$ cat config.mk
export PLATFORM = sky130hd
export DESIGN_NAME = cmp_cond_chan
export DESIGN_NICKNAME = d
export VERILOG_FILES = /design/src/rtl/cmpc_pkg.sv /design/src/rtl/cmpc_sync.sv /design/src/rtl/cmpc_filter.sv /design/src/rtl/cmpc_edge.sv /design/src/rtl/cmp_cond_chan.sv
export SDC_FILE = /design/constraint.sdc
export NUM_CORES = 1
export LEC_CHECK = 0
export CAP_MARGIN = 30
export CORE_ASPECT_RATIO = 1.5
export CORE_MARGIN = 2
export CORE_UTILIZATION = 47
export CTS_CLUSTER_SIZE = 40
export DETAILED_ROUTE_END_ITERATION = 7
export DONT_BUFFER_PORTS = 1
export GPL_ROUTABILITY_DRIVEN = 0
export PLACE_DENSITY = 0.69
export SLEW_MARGIN = 20
export SYNTH_ARGS = -nofsm -noshare
export SYNTH_HDL_FRONTEND = slang
export SYNTH_SLANG_ARGS = --single-unit
$ cat constraint.sdc
create_clock -name clk -period 2.4 [get_ports clk]
set_clock_uncertainty 0.05 [all_clocks]
set_input_delay 0.36 -clock clk [delete_from_list [all_inputs] [get_ports clk]]
set_output_delay 0.36 -clock clk [all_outputs]
set_load 0.01 [all_outputs]
$ cat src/rtl/cmpc_pkg.sv
package cmpc_pkg;

    // Edge qualification codes; the encoding is visible at the edge_sel_i port.
    typedef enum logic [1:0] {
        EDGE_BOTH = 2'd0,
        EDGE_RISE = 2'd1,
        EDGE_FALL = 2'd2,
        EDGE_RSVD = 2'd3
    } edge_mode_e;

    // Registered state of the edge detector.
    typedef struct packed {
        logic hist;
        logic irq;
        logic wake;
    } edge_state_t;

endpackage

$ cat src/rtl/cmpc_sync.sv
// Multi-flop synchroniser for one asynchronous bit.
module cmpc_sync #(
    parameter int STAGES = 2
) (
    input  logic clk,
    input  logic rst_n,
    input  logic d_i,
    output logic q_o
);

    logic [STAGES-1:0] chain_d;
    logic [STAGES-1:0] chain_q;

    for (genvar i = 0; i < STAGES; i++) begin : g_stage
        if (i == 0) begin : g_first
            assign chain_d[i] = d_i;
        end else begin : g_next
            assign chain_d[i] = chain_q[i-1];
        end
    end

    always_ff @(posedge clk or negedge rst_n) begin
        if (!rst_n) chain_q <= '0;
        else        chain_q <= chain_d;
    end

    assign q_o = chain_q[STAGES-1];

endmodule

$ cat src/rtl/cmpc_filter.sv
// Consecutive-sample glitch filter with a power-of-two length select.
module cmpc_filter #(
    parameter int SEL_W = 3
) (
    input  logic             clk,
    input  logic             rst_n,
    input  logic             en_i,
    input  logic             d_i,
    input  logic [SEL_W-1:0] sel_i,
    output logic             filt_o
);

    localparam int MAX_EXP = (1 << SEL_W) - 2;
    localparam int CNT_W   = MAX_EXP + 1;

    typedef struct packed {
        logic             level;
        logic [CNT_W-1:0] cnt;
        logic [SEL_W-1:0] sel;
    } filt_state_t;

    filt_state_t st_d, st_q;
    logic [CNT_W-1:0] need;
    logic [CNT_W-1:0] cnt_inc;

    always_comb begin
        need    = '0;
        if (sel_i != '0) need = CNT_W'(1) << (sel_i - SEL_W'(1));
        cnt_inc = st_q.cnt + CNT_W'(1);
        st_d     = st_q;
        st_d.sel = sel_i;
        if (!en_i) begin
            st_d.level = 1'b0;
            st_d.cnt   = '0;
        end else if (sel_i != st_q.sel) begin
            // new length: restart the count, hold the level
            st_d.cnt = '0;
        end else if (sel_i == '0) begin
            st_d.level = d_i;
            st_d.cnt   = '0;
        end else if (d_i == st_q.level) begin
            st_d.cnt = '0;
        end else if (cnt_inc >= need) begin
            st_d.level = d_i;
            st_d.cnt   = '0;
        end else begin
            st_d.cnt = cnt_inc;
        end
    end

    always_ff @(posedge clk or negedge rst_n) begin
        if (!rst_n) st_q <= '0;
        else        st_q <= st_d;
    end

    assign filt_o = (sel_i == '0) ? d_i : st_q.level;

endmodule

$ cat src/rtl/cmpc_edge.sv
// Edge detector on the filtered level with registered event pulses.
module cmpc_edge
    import cmpc_pkg::*;
(
    input  logic       clk,
    input  logic       rst_n,
    input  logic       en_i,
    input  logic       lvl_i,
    input  edge_mode_e mode_i,
    input  logic       irq_en_i,
    input  logic       wake_en_i,
    output logic       irq_o,
    output logic       wake_o
);

    edge_state_t st_d, st_q;
    logic rise, fall, hit;

    always_comb begin
        rise = en_i &  lvl_i & ~st_q.hist;
        fall = en_i & ~lvl_i &  st_q.hist;
        unique case (mode_i)
            EDGE_BOTH: hit = rise | fall;
            EDGE_RISE: hit = rise;
            EDGE_FALL: hit = fall;
            default:   hit = 1'b0;
        endcase
        st_d.hist = en_i & lvl_i;
        st_d.irq  = hit & irq_en_i;
        st_d.wake = hit & irq_en_i & wake_en_i;
    end

    always_ff @(posedge clk or negedge rst_n) begin
        if (!rst_n) st_q <= '0;
        else        st_q <= st_d;
    end

    assign irq_o  = st_q.irq;
    assign wake_o = st_q.wake;

endmodule

$ cat src/rtl/cmp_cond_chan.sv
// One comparator conditioning channel: sync, invert, filter, edge events.
module cmp_cond_chan
    import cmpc_pkg::*;
#(
    parameter int SYNC_STAGES = 2,
    parameter int FSEL_W      = 3
) (
    input  logic              clk,
    input  logic              rst_n,
    input  logic              cmp_raw_i,
    input  logic              en_i,
    input  logic              inv_i,
    input  logic [FSEL_W-1:0] filt_sel_i,
    input  logic              out_src_i,
    input  logic [1:0]        edge_sel_i,
    input  logic              irq_en_i,
    input  logic              wake_en_i,
    output logic              pin_o,
    output logic              status_o,
    output logic              irq_o,
    output logic              wake_o
);

    logic sync_bit;
    logic cond_bit;
    logic filt_bit;

    cmpc_sync #(.STAGES(SYNC_STAGES)) u_sync (
        .clk   (clk),
        .rst_n (rst_n),
        .d_i   (cmp_raw_i),
        .q_o   (sync_bit)
    );

    assign cond_bit = sync_bit ^ inv_i;

    cmpc_filter #(.SEL_W(FSEL_W)) u_filt (
        .clk    (clk),
        .rst_n  (rst_n),
        .en_i   (en_i),
        .d_i    (cond_bit),
        .sel_i  (filt_sel_i),
        .filt_o (filt_bit)
    );

    cmpc_edge u_edge (
        .clk       (clk),
        .rst_n     (rst_n),
        .en_i      (en_i),
        .lvl_i     (filt_bit),
        .mode_i    (edge_mode_e'(edge_sel_i)),
        .irq_en_i  (irq_en_i),
        .wake_en_i (wake_en_i),
        .irq_o     (irq_o),
        .wake_o    (wake_o)
    );

    assign status_o = en_i & filt_bit;
    assign pin_o    = en_i & (out_src_i ? filt_bit : cond_bit);

endmodule

==> results.yml <==
status:
  outcome: "completed"
logic_synthesis:
  synth.distinct_cells: 33
  ys_seq_area_frac: 0.432
  avgSynthCellArea_um2: 11.2
  syn-num-nets: 104
  netlist_area_um2: 927
  synth_seq_cells: 16
  ys_warn_count: 0
  synth_cells: 83
grt:
  gr-usage-met2: 0.272
  grt-busiest-layer: "met2"
  use_met3: 0.0453
  grt-ovfl-total: 0
  grt_max_degree: 17
  antenna_found_initial: 0
  grt_pass1_vias: 597
  grt_use_total: 0.172
  gr-usage-met1: 0.193
  grt_first_pass_wirelength_um: 2690
clock_network:
  clk_pin_slew_worst_paths_ps: 90
  cts_tree: "yes"
  htreeDepth: 1
  numCtsBuffers: 3
  insertion_delay_ps: 290
  ctsLongestPathBuffers: 2
  cts.sink_count: 16
  root_buffer: "clkbuf_4"
sta:
  finalSetupTns_ps: 0
  fin_crit_sh: 0.942
  final-setup-viol-count: 0
  whs_ps: 38.4
  clock.fmax_mhz: 442
  tightest_slew_ps: 692
  maxSlewHeadroom: 0.537
  finalHoldViolations: 0
  slew_viol_final: 0
  fin_crit_ps: 2260
layout:
  layout_common_cells: "dfrtp_1 (16), ha_1 (7), xnor2_1 (6)"
  final_core_util: 0.553
  syn_to_final_growth_pct: 10.5
  nets: 110
  final_area_um2: 1020
  antenna_cells: 0
  fillers: 168
  layout_commonest_cell: "dfrtp_1"
  drive_above_1_share: 0.239
worst_hold_path:
  min_path_type: "input port to register"
  hold_end: "u_filt.st_q[1]"
  min_from: "filt_sel_i[1]"
  min_path_cells: 0
critical_path:
  critPathCaptureType: "register"
  r2r_end: "u_filt.st_q[10]"
  startpoint_type: "register"
  worst-path-max-fanout: 3
  reg2regPathDepth: 9
  r2r_start: "u_filt.st_q[3]"
  worstSetupPathType: "register to register"
  required_ps: 2530
  rrSetupSlack_ps: 140
  cp.arrival_ps: 2390
pwr:
  p_leak_nw: 0.452
  clockPowerShare: 0.343
  ir_drop_mv: 0.273
  combPwrFrac: 0.112
  power_switching_mw: 0.119
  pwr-share-seq: 0.545
  powerDensity_nw_per_um2: 503
  netSwitchingFraction: 0.230
  internal-power_mw: 0.397
die:
  die_y_um: 58.4
  num_rows: 19
  initial_core_util: 0.500
  core_um2: 1850
  die_x_um: 40.3
  dieArea_um2: 2350
  top_level_ports: 17
detailed_routing:
  wl_per_cell_um: 14.6
  dr.first_iter.drc_count: 32
  viasPerCell: 5.56
  drtPass1Iterations: 5
  ant_nets: 0
  routed_wl_um: 1590
  vias: 606
  drc_errors: 0
place:
  placed_cell_area_um2: 927
  io_buffers: 0
run:
  max_cap_viol_count: 0
-- metrics by stage --
| step | instances | setup slack (ps) | power [mW] |
|---|---|---|---|
| floorplan | 83 | 264 | 0.334 |
| global placement | 101 | 48.0 | 0.331 |
| detailed placement | 101 | -32.9 | 0.333 |
| CTS | 106 | 29.2 | 0.518 |
| global route | 109 | -9.09 | 0.540 |
| finish | 109 | 140 | 0.515 |
-- synth_stat cells --
master / count / share of area
nor2_1: 6 / 0.024
or2_2: 1 / 0.0068
dfrtp_1: 16 / 0.43
a211o_1: 1 / 0.0094
inv_1: 2 / 0.0081
o211ai_1: 1 / 0.0081
o21bai_1: 1 / 0.0081
nor2b_1: 5 / 0.034
or3_4: 1 / 0.012
buf_6: 1 / 0.012
o211a_1: 1 / 0.011
a21oi_1: 1 / 0.0054
or3_1: 1 / 0.0068
nand3_1: 6 / 0.032
nand3b_1: 3 / 0.024
a21oi_2: 1 / 0.0094
o311a_1: 1 / 0.011
or3b_2: 2 / 0.019
nor3b_1: 1 / 0.0081
nand4_1: 1 / 0.0068
o21ai_0: 1 / 0.0054
nand3b_2: 1 / 0.012
a211oi_1: 1 / 0.0081
nand2b_1: 1 / 0.0068
xor2_2: 1 / 0.018
mux2i_4: 1 / 0.024
xnor2_1: 7 / 0.066
nand2_1: 3 / 0.012
xor2_1: 2 / 0.019
and2b_2: 1 / 0.0094
ha_1: 8 / 0.11
buf_4: 2 / 0.016
and2_1: 1 / 0.0068
-- area by class of cell --
class | count | area [um2] | share of cell area
Timing Repair Buffer | 4 | 32.5 | 0.0317
Tap cell | 21 | 26.3 | 0.0256
Inverter | 2 | 7.51 | 0.00733
Clock buffer | 4 | 36.3 | 0.0354
Sequential cell | 16 | 400 | 0.391
Multi-Input combinational cell | 62 | 522 | 0.509
-- metal layers --
layer	vias to the layer above	share of wire	wire [um]
met5	-	0	0
met4	0	0.035	56
li1	295	-	-
met3	8	0.036	58
met2	16	0.57	902
met1	287	0.36	573
-- how the worst max path moves through the flow --
stage	start	end	slack (ps)	cells past startpoint
global route	u_filt.st_q[4]	u_filt.st_q[10]	-9	9
CTS	u_filt.st_q[3]	u_filt.st_q[10]	30	9
finish	u_filt.st_q[3]	u_filt.st_q[10]	140	9
global placement	u_filt.st_q[3]	u_filt.st_q[5]	50	10
floorplan	u_filt.st_q[3]	u_filt.st_q[5]	260	10
detailed placement	u_filt.st_q[3]	u_filt.st_q[5]	-30	10
-- flip-flops by register name, indices dropped and copies added, names as in the netlist --
register        cells
u_sync.chain_q      2
u_edge.wake_o       1
u_filt.st_q        11
u_edge.st_q         1
u_edge.irq_o        1
-- worst max-delay path, stage by stage, from the launching register on --
cell,delay [ps]
dfrtp_1,360
ha_2,200
nand3_1,60
or2_2,300
xnor2_2,150
ha_1,310
o21ai_1,70
o211ai_1,200
a21oi_2,80
o311a_1,350
-- logic make-up (layout without fill, tap and decap cells) --
logic type / count (synthesis) / after routing / share of synthesized area
and+or+nand+nor: 34 / 34 / 0.221
DFF: 16 / 16 / 0.432
xor gates and xnor gates: 10 / 10 / 0.103
AOI/OAI and AO/OA: 9 / 9 / 0.0756
adders and majority gates: 8 / 8 / 0.108
buffers and inverters: 5 / 10 / 0.0364
muxes: 1 / 1 / 0.0243
-- what timing repair did --
action                                  4_1_cts  5_1_grt
hold endpoints to repair                     16        0
hold buffers                                  1        0
buffers inserted                              0        3
pin swaps                                     0        3
resized for setup                             2        5
endpoints found under the setup margin        7        8
-- power groups by stage --
| stage | combinational (mW) | clock (mW) | sequential [mW] |
|---|---|---|---|
| 2_1_floorplan | 0.0479 | 0 | 0.286 |
| 6_report | 0.0578 | 0.177 | 0.281 |
| 4_1_cts | 0.0542 | 0.183 | 0.281 |
| 3_3_place_gp | 0.0442 | 0 | 0.287 |
| 5_1_grt | 0.0652 | 0.192 | 0.282 |
| 3_5_place_dp | 0.0457 | 0 | 0.287 |
No activity file was read; power rests on OpenSTA's default activity.
